$ cat src/rtl/exc_pkg.sv
package exc_pkg;

    typedef enum logic [0:0] {
        ST_RUN      = 1'b0,
        ST_REDIRECT = 1'b1
    } exc_state_e;

endpackage

$ cat src/rtl/exc_restart_sel.sv
module exc_restart_sel #(
    parameter int PC_W        = 32,
    parameter int INSTR_BYTES = 4
) (
    input  logic [PC_W-1:0] pc_i,
    input  logic            in_slot_i,
    output logic [PC_W-1:0] restart_o
);
    localparam logic [PC_W-1:0] STEP = PC_W'(INSTR_BYTES);

    // In a delay slot the restart point is the owning branch one slot back.
    always_comb begin
        if (in_slot_i) restart_o = pc_i - STEP;
        else           restart_o = pc_i;
    end
endmodule

$ cat src/rtl/exc_cause_fmt.sv
module exc_cause_fmt #(
    parameter int CAUSE_W  = 32,
    parameter int CODE_W   = 5,
    parameter int CODE_LSB = 2
) (
    input  logic [CODE_W-1:0]  code_i,
    input  logic               in_slot_i,
    output logic [CAUSE_W-1:0] cause_o
);
    localparam int CODE_MSB = CODE_LSB + CODE_W - 1;

    genvar b;
    generate
        for (b = 0; b < CAUSE_W; b++) begin : g_bit
            if (b == CAUSE_W - 1) begin : g_bd
                assign cause_o[b] = in_slot_i;
            end else if (b >= CODE_LSB && b <= CODE_MSB) begin : g_code
                assign cause_o[b] = code_i[b - CODE_LSB];
            end else begin : g_zero
                assign cause_o[b] = 1'b0;
            end
        end
    endgenerate
endmodule

$ cat src/rtl/exc_ctrl_fsm.sv
module exc_ctrl_fsm
    import exc_pkg::*;
(
    input  logic clk,
    input  logic rst_n,
    input  logic exc_valid_i,
    output logic accept_o,
    output logic redirect_o
);
    exc_state_e state_q, state_d;

    always_ff @(posedge clk or negedge rst_n) begin
        if (!rst_n) state_q <= ST_RUN;
        else        state_q <= state_d;
    end

    always_comb begin
        state_d    = state_q;
        accept_o   = 1'b0;
        redirect_o = 1'b0;
        unique case (state_q)
            ST_RUN: begin
                if (exc_valid_i) begin
                    accept_o = 1'b1;
                    state_d  = ST_REDIRECT;   // take
                end
            end
            ST_REDIRECT: begin
                redirect_o = 1'b1;            // flush cycle: strobes dropped
                state_d    = ST_RUN;          // resume
            end
            default: state_d = ST_RUN;
        endcase
    end

    a_r5_single_pulse: assert property (@(posedge clk) disable iff (!rst_n)
        redirect_o |=> !redirect_o);
    a_r5_follows_accept: assert property (@(posedge clk) disable iff (!rst_n)
        accept_o |=> redirect_o);
    a_r6_no_accept_in_flush: assert property (@(posedge clk) disable iff (!rst_n)
        redirect_o |-> !accept_o);
endmodule

$ cat src/rtl/exc_capture_unit.sv
module exc_capture_unit #(
    parameter int              PC_W        = 32,
    parameter int              CODE_W      = 5,
    parameter int              CAUSE_W     = 32,
    parameter int              CODE_LSB    = 2,
    parameter int              INSTR_BYTES = 4,
    parameter logic [PC_W-1:0] VECTOR      = 32'h8000_0180
) (
    input  logic               clk,
    input  logic               rst_n,
    input  logic               exc_valid_i,
    input  logic [PC_W-1:0]    exc_pc_i,
    input  logic               exc_in_slot_i,
    input  logic [CODE_W-1:0]  exc_code_i,
    output logic [PC_W-1:0]    epc_o,
    output logic [CAUSE_W-1:0] cause_o,
    output logic               redirect_o,
    output logic [PC_W-1:0]    redirect_pc_o
);
    logic               accept;
    logic [PC_W-1:0]    restart;
    logic [CAUSE_W-1:0] cause_word;
    logic [PC_W-1:0]    epc_q;
    logic [CAUSE_W-1:0] cause_q;

    exc_ctrl_fsm u_fsm (
        .clk        (clk),
        .rst_n      (rst_n),
        .exc_valid_i(exc_valid_i),
        .accept_o   (accept),
        .redirect_o (redirect_o)
    );

    exc_restart_sel #(.PC_W(PC_W), .INSTR_BYTES(INSTR_BYTES)) u_sel (
        .pc_i     (exc_pc_i),
        .in_slot_i(exc_in_slot_i),
        .restart_o(restart)
    );

    exc_cause_fmt #(.CAUSE_W(CAUSE_W), .CODE_W(CODE_W), .CODE_LSB(CODE_LSB)) u_fmt (
        .code_i   (exc_code_i),
        .in_slot_i(exc_in_slot_i),
        .cause_o  (cause_word)
    );

    always_ff @(posedge clk or negedge rst_n) begin
        if (!rst_n) begin
            epc_q   <= '0;
            cause_q <= '0;
        end else if (accept) begin
            epc_q   <= restart;
            cause_q <= cause_word;
        end
    end

    assign epc_o         = epc_q;
    assign cause_o       = cause_q;
    assign redirect_pc_o = VECTOR;

    a_r3_slot_backs_up: assert property (@(posedge clk) disable iff (!rst_n)
        (accept && exc_in_slot_i) |=> (epc_o == $past(exc_pc_i) - PC_W'(INSTR_BYTES)) && cause_o[CAUSE_W-1]);
    a_r2_plain_pc: assert property (@(posedge clk) disable iff (!rst_n)
        (accept && !exc_in_slot_i) |=> (epc_o == $past(exc_pc_i)) && !cause_o[CAUSE_W-1]);
    a_r4_code_field: assert property (@(posedge clk) disable iff (!rst_n)
        accept |=> cause_o[CODE_LSB +: CODE_W] == $past(exc_code_i));
    a_r6_flush_keeps: assert property (@(posedge clk) disable iff (!rst_n)
        redirect_o |=> $stable(epc_o) && $stable(cause_o));
    a_r7_hold: assert property (@(posedge clk) disable iff (!rst_n)
        !exc_valid_i |=> $stable(epc_o) && $stable(cause_o));
endmodule

$ cat config.mk
export PLATFORM = sky130hd
export DESIGN_NAME = exc_capture_unit
export DESIGN_NICKNAME = d
export VERILOG_FILES = /design/src/rtl/exc_pkg.sv /design/src/rtl/exc_restart_sel.sv /design/src/rtl/exc_cause_fmt.sv /design/src/rtl/exc_ctrl_fsm.sv /design/src/rtl/exc_capture_unit.sv
export SDC_FILE = /design/constraint.sdc
export NUM_CORES = 1
export LEC_CHECK = 0
export BUFFER_PORTS_ARGS = -buffer_cell sky130_fd_sc_hd__buf_2
export CAP_MARGIN = 20
export CORE_MARGIN = 4
export CORE_UTILIZATION = 49
export CTS_CLUSTER_DIAMETER = 30
export CTS_CLUSTER_SIZE = 10
export DETAILED_ROUTE_END_ITERATION = 10
export HOLD_SLACK_MARGIN = 0.1
export MAX_ROUTING_LAYER = met4
export PLACE_DENSITY_LB_ADDON = 0.2
export SYNTH_ARGS = -nofsm -noshare
export SYNTH_HDL_FRONTEND = slang
export SYNTH_SLANG_ARGS = --single-unit
$ cat constraint.sdc
create_clock -name clk -period 3.4 [get_ports clk]
set_input_delay 0.68 -clock clk [delete_from_list [all_inputs] [get_ports clk]]
set_output_delay 0.68 -clock clk [all_outputs]
set_load 0.05 [all_outputs]
==> results.json <==
{
  "status": "completed",
  "start_util_pct": 52.0,
  "seq_area_frac_synth_pct": 38.5,
  "critPathLaunchType": "input port",
  "irDropWorstVdd_mv": 0.261,
  "hold_viol_final": 0,
  "grt_max_degree": 43,
  "setup_tns_ps": 0,
  "cap_violations": 0,
  "crit_arrival_ps": 2820,
  "htree_levels": 2,
  "tightest_slew_ps": 890,
  "synth_ff_type": "dfrtp_1",
  "synth-edff-count": 0,
  "track_usage_pct": 17.9,
  "cts_resized": 0,
  "drt_iter0_drc": 60,
  "cp-end-kind": "register",
  "fp.dieArea_um2": 6390,
  "total_power_uw": 1600,
  "rr_startpoint": "u_fsm.state_q$_DFF_PN0_",
  "path_max_fanout": 20,
  "route.detailed.drc": 0,
  "grt_pass1_vias": 1888,
  "die_w_um": 80.0,
  "worstSetupPathType": "input port to register",
  "ys_types": 35,
  "power_density_nw_per_um2": 559,
  "via_per_inst": 4.95,
  "fin_crit_sh_pct": 76.6,
  "leakagePower_uw": 0.00132,
  "num_vias": 2125,
  "clockRootBuffer": "clkbuf_8",
  "cts_tree": "done",
  "drtAntennaViolNets": 0,
  "clockBufferDepth": 2,
  "grt_antenna_before_repair": 0,
  "synth_cells": 290,
  "grt_overflow": 0,
  "cts_made_buffers": 5,
  "synth_xor_area_share_pct": 2.76,
  "place_hpwl_mm": 4.19,
  "slew_headroom_pct": 40.7,
  "routedWlPerCell_um": 13.1,
  "period_needed_ps": 2600,
  "yosys.area.top_type": "dfrtp_1",
  "fmax_mhz": 384,
  "synth_top_family_by_area": "simple AND/OR/NAND/NOR gates",
  "yosysWarningCount": 0,
  "io_buffers": 79,
  "synthAdderAreaFrac_pct": 0.493,
  "num_rows": 25,
  "synth-async-reset-ratio_pct": 100,
  "nets": 403,
  "firstDrtPassIters": 4,
  "synth_area_leaders": "dfrtp_1 (38%), buf_4 (17%), nand2_1 (5.5%)",
  "clk_latency_ps": 300,
  "yosys.area_share.simple_pct": 24.0,
  "critPathLaunch": "exc_pc_i[2]",
  "fin_skew_ps": 10.4,
  "syn2layout_area_growth_pct": 13.0,
  "synth_seq_cells": 39,
  "finalMaxSlewViolations": 0,
  "setup_viol": 0,
  "hp-start": "cause_o[3]$_DFFE_PN0P_",
  "synth_mux_area_share_pct": 0,
  "io_pins": 138,
  "cp.required_ps": 3610,
  "synth.avg_cell_area_um2": 8.75,
  "drive_above_1_share_pct": 29.3,
  "ys_top_cells_by_count": "buf_4 (58), dfrtp_1 (39), nand2_1 (37)",
  "drt-total-wl_mm": 5.63,
  "clkTransAtPathRegs_ps": 80,
  "gp_congestion": 0.790,
  "whs_ps": 472,
  "cts_hold_buf": 0,
  "hp-class": "register to register",
  "cts_setup_buffers": 0,
  "synth.most_common_cell": "buf_4",
  "die_y_um": 80.0,
  "cts.sinks": 39,
  "stdcell_count": 429,
  "grt_pass1_wl_mm": 8.80,
  "rsz0062_at_grt": "false",
  "syn_area_um2": 2540,
  "antenna_cells": 0,
  "core_um2": 4880,
  "synth_compound_area_share_pct": 13.2,
  "dp_cells": 421,
  "synth_top_area_share_pct": 38.5
}
## per-layer routing
metal / vias to the layer above / share of wire [%] / wire, um / track usage [%]
met5: - / 0 / 0 / -
met4: 0 / 0.85 / 48 / 5.57
met3: 4 / 8.6 / 485 / 3.61
met2: 102 / 46 / 2600 / 28.5
met1: 964 / 44 / 2490 / 23.1
li1: 1055 / - / - / -
## kinds of logic (layout without fill, tap and decap cells)
logic type	count (synthesis)	after routing
fa+ha+maj	1	1
other cells	2	58
xor+xnor	8	8
compound gates	51	51
simple gates	112	112
buf+inv	77	93
flops	39	39
## layout by cell type (no fill, tap or decap), drive strengths merged
cell / synthesis / layout
a21bo: 1 / 1
a31oi: 21 / 21
buf: 60 / 82
bufinv: 0 / 2
clkbuf: 12 / 5
clkinv: 1 / 1
clkinvlp: 0 / 1
conb: 2 / 58
dfrtp: 39 / 39
ha: 1 / 1
inv: 2 / 2
nand2: 37 / 37
nand2b: 1 / 1
nand3b: 1 / 1
nand4: 1 / 1
nor2: 23 / 23
nor3: 7 / 7
nor4: 3 / 3
o21ai: 12 / 12
o31ai: 13 / 13
o41ai: 4 / 4
or2: 6 / 6
or3: 7 / 7
or3b: 1 / 1
or4: 20 / 20
or4b: 4 / 4
or4bb: 1 / 1
xnor2: 6 / 6
xor2: 2 / 2
## state kept, by name, indices dropped and copies added (netlist names)
register / flops
cause_o: 6
epc_o: 32
u_fsm.state_q: 1
## critical path, cell delays in order
cell     delay (ps)
buf_2           120
inv_1            50
ha_1            160
or4bb_2         850
or2_2           380
or4_1           400
a31oi_1         170
## cell type report
class | count | area, um^2
timing repair buffer | 82 | 418
clock buffer | 5 | 68.8
sequential | 39 | 976
multi-input combinational | 230 | 1240
tap | 67 | 83.8
fill | 467 | 2010
clock inverter | 3 | 67.6
inverter | 3 | 11.3
## metrics by stage
| stage | util, % | cell area [um^2] | setup slack, ps |
|---|---|---|---|
| 2_1_floorplan | - | 2750 | 918 |
| 3_3_place_gp | 56.0 | 2730 | 558 |
| 3_5_place_dp | 56.0 | 2730 | 499 |
| 4_1_cts | 58.8 | 2870 | 809 |
| 5_1_grt | 58.8 | 2870 | 720 |
| 6_report | 58.8 | 2870 | 796 |
## path summary, 6_finish.rpt
check                                         end  slack [ps]  cells past startpoint
setup / recovery            epc_o[16]$_DFFE_PN0P_         800                      7
max in group asynchronous   epc_o[11]$_DFFE_PN0P_        2330                      1
setup reg to reg             epc_o[8]$_DFFE_PN0P_        1720                      6
hold / removal             cause_o[3]$_DFFE_PN0P_         470                      2
min in group asynchronous   epc_o[28]$_DFFE_PN0P_         500                      1
hold reg to reg            cause_o[3]$_DFFE_PN0P_         470                      2
## power breakdown
| group | internal, uW | total [uW] | switching (uW) |
|---|---|---|---|
| logic | 104 | 580 | 476 |
| registers | 525 | 556 | 31.2 |
| clock network | 293 | 466 | 174 |
| total | 922 | 1600 | 681 |
No activity file was read; power rests on OpenSTA's default activity.
